$ cat src/rtl/intc_pkg.sv
package intc_pkg;

  // Register group, taken from the upper address bits.
  typedef enum logic [3:0] {
    G_ROUTE = 4'd0,
    G_TYPE  = 4'd1,
    G_POL   = 4'd2,
    G_EN    = 4'd3,
    G_ENSET = 4'd4,
    G_ENCLR = 4'd5,
    G_ACK   = 4'd6,
    G_SWI   = 4'd7,
    G_RAW   = 4'd8,
    G_IRQST = 4'd9,
    G_FIQST = 4'd10,
    G_MISC  = 4'd11,
    G_R12   = 4'd12,
    G_R13   = 4'd13,
    G_R14   = 4'd14,
    G_R15   = 4'd15
  } grp_e;

  localparam int unsigned GRP_W = 4;

endpackage

$ cat src/rtl/intc_regfile.sv
module intc_regfile
  import intc_pkg::*;
#(
  parameter int unsigned NUM_BANKS = 2,
  parameter int unsigned BANK_W    = 32,
  parameter int unsigned BSEL_W    = 1,
  parameter int unsigned ADDR_W    = 5
) (
  input  logic                               clk,
  input  logic                               rst_n,
  input  logic                               we_i,
  input  logic [ADDR_W-1:0]                  addr_i,
  input  logic [BANK_W-1:0]                  wdata_i,
  output logic [NUM_BANKS-1:0][BANK_W-1:0]   route_o,
  output logic [NUM_BANKS-1:0][BANK_W-1:0]   type_o,
  output logic [NUM_BANKS-1:0][BANK_W-1:0]   pol_o,
  output logic [NUM_BANKS-1:0][BANK_W-1:0]   en_o,
  output logic [NUM_BANKS-1:0][BANK_W-1:0]   swi_o,
  output logic [NUM_BANKS-1:0][BANK_W-1:0]   ack_o,
  output logic [1:0]                         master_o
);

  grp_e              grp;
  logic [BSEL_W-1:0] bank;

  logic [NUM_BANKS-1:0][BANK_W-1:0] route_q, route_d;
  logic [NUM_BANKS-1:0][BANK_W-1:0] type_q,  type_d;
  logic [NUM_BANKS-1:0][BANK_W-1:0] pol_q,   pol_d;
  logic [NUM_BANKS-1:0][BANK_W-1:0] en_q,    en_d;
  logic [NUM_BANKS-1:0][BANK_W-1:0] swi_q,   swi_d;
  logic [1:0]                       master_q, master_d;
  logic                             cfg_ce;

  assign grp    = grp_e'(addr_i[ADDR_W-1 -: GRP_W]);
  assign bank   = addr_i[BSEL_W-1:0];
  assign cfg_ce = we_i;

  // Next-state decode for all configuration words.
  always_comb begin
    route_d  = route_q;
    type_d   = type_q;
    pol_d    = pol_q;
    en_d     = en_q;
    swi_d    = swi_q;
    master_d = master_q;
    ack_o    = '0;
    if (we_i) begin
      unique case (grp)
        G_ROUTE: route_d[bank] = wdata_i;
        G_TYPE:  type_d[bank]  = wdata_i;
        G_POL:   pol_d[bank]   = wdata_i;
        G_EN:    en_d[bank]    = wdata_i;
        G_ENSET: en_d[bank]    = en_q[bank] | wdata_i;
        G_ENCLR: en_d[bank]    = en_q[bank] & ~wdata_i;
        G_ACK:   ack_o[bank]   = wdata_i;
        G_SWI:   swi_d[bank]   = wdata_i;
        G_MISC:  if (bank == '0) master_d = wdata_i[1:0];
        default: ;
      endcase
    end
  end

  always_ff @(posedge clk or negedge rst_n) begin
    if (!rst_n) begin
      route_q  <= '0;
      type_q   <= '0;
      pol_q    <= '0;
      en_q     <= '0;
      swi_q    <= '0;
      master_q <= '0;
    end else if (cfg_ce) begin
      route_q  <= route_d;
      type_q   <= type_d;
      pol_q    <= pol_d;
      en_q     <= en_d;
      swi_q    <= swi_d;
      master_q <= master_d;
    end
  end

  assign route_o  = route_q;
  assign type_o   = type_q;
  assign pol_o    = pol_q;
  assign en_o     = en_q;
  assign swi_o    = swi_q;
  assign master_o = master_q;

endmodule

$ cat src/rtl/intc_src_bank.sv
module intc_src_bank #(
  parameter int unsigned BANK_W = 32
) (
  input  logic              clk,
  input  logic              rst_n,
  input  logic [BANK_W-1:0] src_i,
  input  logic [BANK_W-1:0] type_i,
  input  logic [BANK_W-1:0] pol_i,
  input  logic [BANK_W-1:0] route_i,
  input  logic [BANK_W-1:0] en_i,
  input  logic [BANK_W-1:0] swi_i,
  input  logic [BANK_W-1:0] ack_i,
  output logic [BANK_W-1:0] raw_o,
  output logic [BANK_W-1:0] irq_st_o,
  output logic [BANK_W-1:0] fiq_st_o
);

  logic [BANK_W-1:0] prev_q, prev_d;
  logic [BANK_W-1:0] latch_q, latch_d;
  logic [BANK_W-1:0] act_now, act_prev, rise;
  logic              smp_ce;

  assign smp_ce = 1'b1;

  // Polarity is applied to both samples, so changing it never fakes an edge.
  always_comb begin
    act_now  = src_i ^ pol_i;
    act_prev = prev_q ^ pol_i;
    rise     = act_now & ~act_prev;
    prev_d   = src_i;
    // A fresh edge wins over an acknowledge in the same cycle.
    latch_d  = type_i & ((latch_q & ~ack_i) | rise);
  end

  always_ff @(posedge clk or negedge rst_n) begin
    if (!rst_n) begin
      prev_q  <= '0;
      latch_q <= '0;
    end else if (smp_ce) begin
      prev_q  <= prev_d;
      latch_q <= latch_d;
    end
  end

  always_comb begin
    raw_o    = (type_i & latch_q) | (~type_i & act_now) | swi_i;
    irq_st_o = raw_o & en_i & ~route_i;
    fiq_st_o = raw_o & en_i & route_i;
  end

endmodule

$ cat src/rtl/intc_lowest.sv
module intc_lowest #(
  parameter int unsigned N = 64,
  parameter int unsigned W = 7
) (
  input  logic [N-1:0] vec_i,
  output logic [W-1:0] idx_o
);

  // Scan from the top so the lowest set index is the one that sticks.
  always_comb begin
    idx_o = W'(N);
    for (int i = N - 1; i >= 0; i--) begin
      if (vec_i[i]) idx_o = W'(i);
    end
  end

endmodule

$ cat src/rtl/dual_bank_intc.sv
module dual_bank_intc
  import intc_pkg::*;
#(
  parameter int unsigned NUM_BANKS = 2,
  parameter int unsigned BANK_W    = 32,
  parameter int unsigned BSEL_W    = $clog2(NUM_BANKS),
  parameter int unsigned ADDR_W    = GRP_W + BSEL_W,
  parameter int unsigned NUM_SRC   = NUM_BANKS * BANK_W,
  parameter int unsigned PEND_W    = $clog2(NUM_SRC + 1)
) (
  input  logic               clk,
  input  logic               rst_n,
  input  logic               bus_we,
  input  logic               bus_re,
  input  logic [ADDR_W-1:0]  bus_addr,
  input  logic [BANK_W-1:0]  bus_wdata,
  output logic [BANK_W-1:0]  bus_rdata,
  output logic               bus_rvalid,
  input  logic [NUM_SRC-1:0] src_in,
  output logic               irq_out,
  output logic               fiq_out
);

  logic [1:0] rst_sync_q;
  logic       rst_sync_n;

  // Assert at once, release two clocks later.
  always_ff @(posedge clk or negedge rst_n) begin
    if (!rst_n) rst_sync_q <= '0;
    else        rst_sync_q <= {rst_sync_q[0], 1'b1};
  end
  assign rst_sync_n = rst_sync_q[1];

  logic [NUM_BANKS-1:0][BANK_W-1:0] route, typ, pol, en, swi, ack;
  logic [NUM_BANKS-1:0][BANK_W-1:0] raw, irq_st, fiq_st;
  logic [1:0]                       master;
  logic [NUM_SRC-1:0]               irq_vec, fiq_vec;
  logic [PEND_W-1:0]                pend;

  intc_regfile #(
    .NUM_BANKS(NUM_BANKS), .BANK_W(BANK_W), .BSEL_W(BSEL_W), .ADDR_W(ADDR_W)
  ) u_regs (
    .clk(clk), .rst_n(rst_sync_n),
    .we_i(bus_we), .addr_i(bus_addr), .wdata_i(bus_wdata),
    .route_o(route), .type_o(typ), .pol_o(pol), .en_o(en),
    .swi_o(swi), .ack_o(ack), .master_o(master)
  );

  for (genvar b = 0; b < NUM_BANKS; b++) begin : g_bank
    intc_src_bank #(.BANK_W(BANK_W)) u_bank (
      .clk(clk), .rst_n(rst_sync_n),
      .src_i(src_in[b*BANK_W +: BANK_W]),
      .type_i(typ[b]), .pol_i(pol[b]), .route_i(route[b]),
      .en_i(en[b]), .swi_i(swi[b]), .ack_i(ack[b]),
      .raw_o(raw[b]), .irq_st_o(irq_st[b]), .fiq_st_o(fiq_st[b])
    );
    assign irq_vec[b*BANK_W +: BANK_W] = irq_st[b];
    assign fiq_vec[b*BANK_W +: BANK_W] = fiq_st[b];
  end

  intc_lowest #(.N(NUM_SRC), .W(PEND_W)) u_pend (
    .vec_i(irq_vec), .idx_o(pend)
  );

  assign irq_out = master[0] & (|irq_vec);
  assign fiq_out = master[1] & (|fiq_vec);

  // Registered read port.
  grp_e              rd_grp;
  logic [BSEL_W-1:0] rd_bank;
  logic [BANK_W-1:0] rdata_d;
  logic              rd_ce;

  assign rd_grp  = grp_e'(bus_addr[ADDR_W-1 -: GRP_W]);
  assign rd_bank = bus_addr[BSEL_W-1:0];
  assign rd_ce   = bus_re;

  always_comb begin
    unique case (rd_grp)
      G_ROUTE: rdata_d = route[rd_bank];
      G_TYPE:  rdata_d = typ[rd_bank];
      G_POL:   rdata_d = pol[rd_bank];
      G_EN:    rdata_d = en[rd_bank];
      G_SWI:   rdata_d = swi[rd_bank];
      G_RAW:   rdata_d = raw[rd_bank];
      G_IRQST: rdata_d = irq_st[rd_bank];
      G_FIQST: rdata_d = fiq_st[rd_bank];
      G_MISC:  rdata_d = (rd_bank == '0) ? BANK_W'(master) : BANK_W'(pend);
      default: rdata_d = '0;
    endcase
  end

  always_ff @(posedge clk or negedge rst_sync_n) begin
    if (!rst_sync_n) begin
      bus_rvalid <= 1'b0;
      bus_rdata  <= '0;
    end else begin
      bus_rvalid <= bus_re;
      if (rd_ce) bus_rdata <= rdata_d;
    end
  end

endmodule

$ cat config.mk
export PLATFORM = sky130hd
export DESIGN_NAME = dual_bank_intc
export DESIGN_NICKNAME = d
export VERILOG_FILES = /design/src/rtl/intc_pkg.sv /design/src/rtl/intc_regfile.sv /design/src/rtl/intc_src_bank.sv /design/src/rtl/intc_lowest.sv /design/src/rtl/dual_bank_intc.sv
export SDC_FILE = /design/constraint.sdc
export NUM_CORES = 1
export LEC_CHECK = 0
export BUFFER_PORTS_ARGS = -buffer_cell sky130_fd_sc_hd__buf_4
export CELL_PAD_IN_SITES_DETAIL_PLACEMENT = 0
export CELL_PAD_IN_SITES_GLOBAL_PLACEMENT = 2
export CORE_ASPECT_RATIO = 1.1
export CORE_MARGIN = 1
export CORE_UTILIZATION = 42
export CTS_CLUSTER_SIZE = 40
export DETAILED_ROUTE_END_ITERATION = 8
export PLACE_DENSITY = 0.81
export SETUP_SLACK_MARGIN = 0.3
export SLEW_MARGIN = 20
export SYNTH_ARGS = -nofsm -noshare
export SYNTH_HDL_FRONTEND = slang
export SYNTH_SLANG_ARGS = --single-unit
export TNS_END_PERCENT = 30
$ cat constraint.sdc
create_clock -name clk -period 19.43 [get_ports clk]
set_input_delay 0.9715 -clock clk [delete_from_list [all_inputs] [get_ports clk]]
set_output_delay 0.9715 -clock clk [all_outputs]
set_load 0.02 [all_outputs]
==> impl_metrics.csv, run 1 <==
group,metric,value,unit
power,p_per_area,108,nW/µm²
floorplan,io_pins,140,
job,maxCapViolCount,0,
layout,multiInputGateArea,14200,µm²
clocking,cts.htree.levels,2,
floorplan,die_area,65200,µm²
clocking,hold_buffers,0,
layout,post-route-util,0.487,
floorplan,start_util,0.424,
clocking,cts_resized,0,
logic_synthesis,ys_seq_area_frac,0.450,
layout,area_growth,14.8,%
logic_synthesis,synth_top_area_cell,"dfrtp_1",
global_routing,track_usage,0.300,
detailed_routing,drtPass1Iterations,5,
layout,nFillCells,5910,
clocking,cts_sinks,485,
sta,setup_viol_count_final,0,
logic_synthesis,syn-num-nets,2618,
detailed_routing,postRouteAntennaNets,0,
global_routing,overflow,0,
clocking,cts_tree,"built",
placement,dp_slack,14.67,ns
placement,place.gp.congestion,0.944,
logic_synthesis,netlist_instances,2513,
clocking,clk_pin_slew,0.06,ns
placement,hpwl,65400,µm
global_routing,grt_pass1_wl,147000,µm
critical_path,cp_slowest_stage_delay,0.69,ns
sta,fin_setup_tns,0,ns
logic_synthesis,yosysUniqueCellTypes,86,
detailed_routing,drt-wirelength-per-cell,28.0,µm
clocking,clk_latency,0.64,ns
floorplan,rows,97,
logic_synthesis,netlist_area,27000,µm²
global_routing,grt_pass1_vias,21700,
logic_synthesis,synth_top_area_share,0.450,
logic_synthesis,synth_seq_cells,485,
detailed_routing,drt-total-wl,97700,µm
clocking,cts_root_buf,"clkbuf_16",
floorplan,die_w,244,µm
sta,slew_headroom,0.284,
sta,finalClockSkew,0.0258,ns
logic_synthesis,avgSynthCellArea,10.7,µm²
critical_path,cp_slowest_cell,"a211oi_1",
sta,fin_crit_sh,0.250,
layout,drive_above_1_share,0.232,
sta,setup_ws,14.58,ns
layout,fin_nets,2711,
layout,finalNonFillerCells,3493,
critical_path,crit_chain,"and4b_1 > a211oi_1 > nand4_1 > or4_1 > nor4_1 > a31oi_1 > buf_4",
critical_path,worstPathBufferInverterCount,1,
sta,hold_viol,0,
critical_path,cp-end-kind,"output port",
logic_synthesis,synth-edff-count,0,
critical_path,start_kind,"flip-flop",
detailed_routing,vias,22000,
floorplan,core_area,63600,µm²
logic_synthesis,synth_top_flop_cell,"dfrtp_1",
logic_synthesis,yosysWarningCount,0,
sta,worst_pin_slew,1.07,ns
detailed_routing,drtIter0Drc,1927,
min_path,hold_path.class,"in -> async",
sta,rsz0062_at_grt,"false",
global_routing,grt_max_degree,76,
clocking,cts_buffers,56,
sta,fin_crit,4.85,ns
detailed_routing,vias_per_cell,6.30,
global_routing,antenna_found_initial,2,
layout,seqCellArea,12100,µm²
power,ir_drop,0.0603,mV
critical_path,crit_family,"simple AND/OR/NAND/NOR gates",
critical_path,worstPathArrival,3.88,ns
critical_path,crit_fanout,6,
power,p_leak,13.7,nW
logic_synthesis,async_flop_share,1.00,
logic_synthesis,yosys-top-cells-area,"dfrtp_1 (45%), mux2_2 (12%), mux2i_1 (5.2%)",
sta,slew_viol_final,0,
clocking,cts_buffer_depth,3,
detailed_routing,drc,0,
critical_path,cp.required,18.46,ns
critical_path,path_class,"reg -> out",
floorplan,die_y,268,µm
clocking,postCtsSetupRepairBufs,0,
placement,numPortBuffers,139,
outcome,status,"complete, no violations",
sta,fmax,206,MHz
placement,dp_cells,3389,
registers in the layout, indices dropped and copies added, names as in the netlist:
signal	cells
bus_rdata	32
bus_rvalid	1
g_bank.u_bank.latch_q	64
g_bank.u_bank.prev_q	64
rst_sync_q	2
u_regs.en_o	64
u_regs.master_o	2
u_regs.pol_o	64
u_regs.route_o	64
u_regs.swi_o	64
u_regs.type_o	64
cell usage in the layout (no fill, tap or decap), drive strengths merged, types with 31 or more instances in the layout:
master / count
mux2: 287
a221oi: 31
a21oi: 81
dfrtp: 485
and3b: 51
o21ai: 139
nand3: 36
nand2: 133
nor2: 131
clkbuf: 84
a22o: 69
mux2i: 141
a211oi: 34
nor3b: 94
inv: 45
xor2: 58
buf: 183
nand2b: 48
a21boi: 63
o31a: 61
logic make-up (layout without fill, tap and decap cells):
| logic type | count (synthesis) | in the layout | share of synthesized area |
|---|---|---|---|
| compound gates | 693 | 693 | 0.185 |
| simple gates | 635 | 635 | 0.133 |
| flops | 485 | 485 | 0.450 |
| mux | 442 | 442 | 0.184 |
| buf+inv | 194 | 332 | 0.0275 |
| xor+xnor | 63 | 63 | 0.0205 |
| other cells | 1 | 2 | 0.000139 |
stage by stage:
step                      hold WS (ns)  power, mW  instance area, µm²
final                            0.118       3.33               30900
after global routing             0.108       3.48               30900
after CTS                       0.0902       3.35               30900
after detailed placement         0.340       2.19               29000
after global placement           0.341       2.17               29000
after floorplan                  0.331       1.88               27000
cell usage after synthesis (all sizes together), types with 48 or more instances:
library cell and count:
mux2i 141, a21oi 81, nor3b 94, nand2b 48, o21ai 139, nand2 133, dfrtp 485, xor2 58
a22o 69, o31a 61, nor2 131, and3b 51, mux2 287, clkbuf 128, a21boi 63
per-layer routing:
layer / track usage / wire [µm] / vias to the layer above / part of all wire
li1: - / - / 9686 / -
met1: 0.411 / 42300 / 11300 / 0.43
met2: 0.494 / 46400 / 789 / 0.47
met3: 0.0392 / 6050 / 182 / 0.062
met4: 0.0900 / 3020 / 0 / 0.031
met5: 0 / 0 / - / 0
report_power, final:
group	total [mW]	switching [mW]	internal, mW
sequential	1.38	0.204	1.17
clock	1.14	0.453	0.687
combinational	0.815	0.444	0.371
path summary, 6_finish.rpt:
check / from / to / slack (ns) / depth (start not counted)
hold reg to reg: rst_sync_q[1]$_DFF_PN0_ / bus_rdata[15]$_DFFE_PN0P_ / 0.34 / 0
max in group asynchronous: rst_sync_q[1]$_DFF_PN0_ / g_bank[0].u_bank.prev_q[31]$_DFF_PN0_ / 16.85 / 2
setup reg to reg: u_regs.en_o[28]$_DFFE_PN0P_ / bus_rdata[6]$_DFFE_PN0P_ / 16.27 / 7
setup / recovery: u_regs.en_o[28]$_DFFE_PN0P_ / irq_out / 14.58 / 7
hold / removal: rst_n / rst_sync_q[1]$_DFF_PN0_ / 0.12 / 1
min in group clk: rst_sync_q[0]$_DFF_PN0_ / rst_sync_q[1]$_DFF_PN0_ / 0.35 / 0
layout make-up:
type | instances | area share
antenna | 1 | 0.0000809
timing repair buffer | 184 | 0.0448
multi-input combinational | 1834 | 0.460
sequential | 485 | 0.392
clock inverter | 20 | 0.00958
clock buffer | 83 | 0.0541
inverter | 45 | 0.00546
tap | 841 | 0.0340
No activity file was read; power rests on OpenSTA's default activity.
==> run 2, diff against run 1 <==
CORE_UTILIZATION = 38   (was 42)
PLACE_DENSITY = 0.78   (was 0.81)
clock period = 4.15 ns   (was 19.43 ns; I/O delays follow)
==> impl_metrics.csv, run 2 (synthesis results as in run 1) <==
group,metric,value,unit
sta,worst_pin_slew,1.10,ns
clocking,cts_sinks,485,
sta,whs,0.269,ns
sta,fin_setup_tns,0,ns
sta,fin_crit,3.80,ns
global_routing,antenna_found_initial,2,
sta,hold_viol,0,
clocking,clk_latency,0.62,ns
placement,numPortBuffers,139,
power,p_per_area,482,nW/µm²
sta,finalClockSkew,0.0144,ns
sta,setup_viol_count_final,0,
layout,layout_common_cells,"dfrtp_1 (484), mux2_2 (286), buf_4 (197)",
power,ir_drop,0.355,mV
power,p_seq_frac,0.414,
critical_path,path_class,"reg -> out",
detailed_routing,vias,22600,
placement,hpwl,68400,µm
critical_path,crit_chain,"xor2_1 > mux2i_2 > a211oi_1 > buf_4 > or4_4 > or3_4 > nor3b_2 > a31oi_1 > buf_4",
global_routing,grt_max_degree,86,
outcome,status,"complete, no violations",
sta,rsz0062_at_grt,"true",
power,swShare,0.332,
sta,slew_viol_final,0,
job,maxCapViolCount,0,
clocking,cts_root_buf,"clkbuf_16",
critical_path,worstPathArrival,3.59,ns
min_path,hold_path.class,"in -> reg",
layout,final_area,32300,µm²
critical_path,cp.required,3.94,ns
sta,slew_headroom,0.267,
power,p_leak,14.2,nW
critical_path,crit_fanout,7,
floorplan,core_area,70300,µm²
detailed_routing,drtIter0Drc,1976,
power,power_frac_clock,0.329,
clocking,cts_buffer_depth,3,
detailed_routing,drt-wirelength-per-cell,27.3,µm
critical_path,cp_slowest_stage_delay,0.55,ns
global_routing,grt_pass1_wl,150000,µm
detailed_routing,vias_per_cell,6.09,
global_routing,track_usage,0.277,
floorplan,die_area,72000,µm²
detailed_routing,drt-total-wl,101000,µm
floorplan,start_util,0.383,
sta,fmax,263,MHz
global_routing,overflow,0,
clocking,postCtsSetupRepairBufs,0,
sta,fin_crit_sh,0.915,
critical_path,cp_slowest_cell,"or4_4",
placement,place.gp.congestion,0.957,
critical_path,crit_top_cell,"buf_4",
layout,layout_commonest_cell,"dfrtp_1",
placement,place_area,29400,µm²
clocking,clk_pin_slew,0.06,ns
clocking,cts_buffers,55,
critical_path,cp-end-kind,"output port",
detailed_routing,drtPass1Iterations,8,
global_routing,grt_pass1_vias,22400,
clocking,cts_tree,"built",
power,p_sw,5.17,mW
critical_path,start_kind,"flip-flop",
layout,fin_nets,2834,
floorplan,io_pins,140,
layout,area_growth,19.8,%
clocking,cts.htree.levels,2,
power,fin_total_pwr,15.6,mW
floorplan,die_y,281,µm
floorplan,rows,102,
layout,drive_above_1_share,0.230,
detailed_routing,drc,0,
detailed_routing,postRouteAntennaNets,0,
power,p_int,10.4,mW
floorplan,die_w,256,µm
power,power.share.combinational,0.257,
-- run 2: cell count changes in the layout (fill, tap and decap cells not counted), moves of 2 or more --
cell | previous run | this run
o21ai_1 | 1 | 3
clkbuf_1 | 12 | 15
a2bb2oi_2 | 0 | 2
nor2_2 | 1 | 4
dlygate4sd3_1 | 0 | 99
inv_6 | 2 | 0
buf_12 | 0 | 11
clkbuf_8 | 14 | 12
a2bb2oi_1 | 8 | 6
nor2_4 | 10 | 8
buf_4 | 183 | 197
o21ai_0 | 137 | 135
-- run 2: power by group through the flow --
| stage | logic, mW | registers, mW | clock network [mW] |
|---|---|---|---|
| floorplan | 2.54 | 6.28 | 0 |
| global placement | 3.80 | 6.46 | 0 |
| detailed placement | 3.85 | 6.51 | 0 |
| CTS | 3.95 | 6.42 | 5.22 |
| global route | 4.29 | 6.57 | 5.41 |
| finish | 4.00 | 6.45 | 5.12 |
-- run 2: worst max-delay path: cells and delay by family, from the launching register on --
| family | cells | cell delay, ns |
|---|---|---|
| AND/OR/NAND/NOR | 3 | 1.27 |
| flip-flops | 1 | 0.42 |
| buffers and inverters | 2 | 0.42 |
| AO/OA/AOI/OAI | 2 | 0.39 |
| multiplexers | 1 | 0.28 |
| XOR/XNOR | 1 | 0.19 |
-- run 2: final cells by class --
type | instances | area [µm²]
tap | 936 | 1170
clock buffer | 83 | 1630
timing repair buffer | 308 | 2700
clock inverter | 15 | 228
multi-input combinational | 1834 | 14200
fill | 6555 | 38000
inverter | 45 | 169
antenna | 2 | 5.00
sequential | 485 | 12100
-- run 2: per-layer routing --
layer | vias to the layer above | share of wire | GRT usage
met4 | 0 | 0.040 | 0.102
met3 | 220 | 0.063 | 0.0422
met2 | 850 | 0.47 | 0.454
met1 | 11600 | 0.43 | 0.371
li1 | 9944 | - | -
met5 | - | 0 | 0
-- run 2: timing repair --
action,CTS,global route
hold buffers,99,0
endpoints found under the setup margin,1,2
resized for setup,2,7
endpoints found under the hold margin,412,0
-- run 2: through the flow --
stage	setup slack (ns)	utilization	cells
final	0.354	0.459	3708
after global routing	0.286	0.459	3706
after CTS	0.302	0.459	3706
after detailed placement	0.958	0.418	3509
after global placement	0.974	0.418	3509
after floorplan	-0.583	-	2513
-- run 2: path summary, 6_finish.rpt --
path                                              startpoint                                      to  slack, ns  cells after the start
worst max-delay path            u_regs.pol_o[33]$_DFFE_PN0P_                                 irq_out       0.35                      9
worst min-delay path                              src_in[50]   g_bank[1].u_bank.prev_q[18]$_DFF_PN0_       0.27                      2
worst max register to register  u_regs.pol_o[49]$_DFFE_PN0P_                bus_rdata[0]$_DFFE_PN0P_       1.07                      8
worst min register to register       rst_sync_q[0]$_DFF_PN0_                 rst_sync_q[1]$_DFF_PN0_       0.35                      0
max in group asynchronous            rst_sync_q[1]$_DFF_PN0_  g_bank[1].u_bank.latch_q[29]$_DFF_PN0_       2.71                      1
min in group asynchronous                              rst_n                 rst_sync_q[1]$_DFF_PN0_       0.45                      3
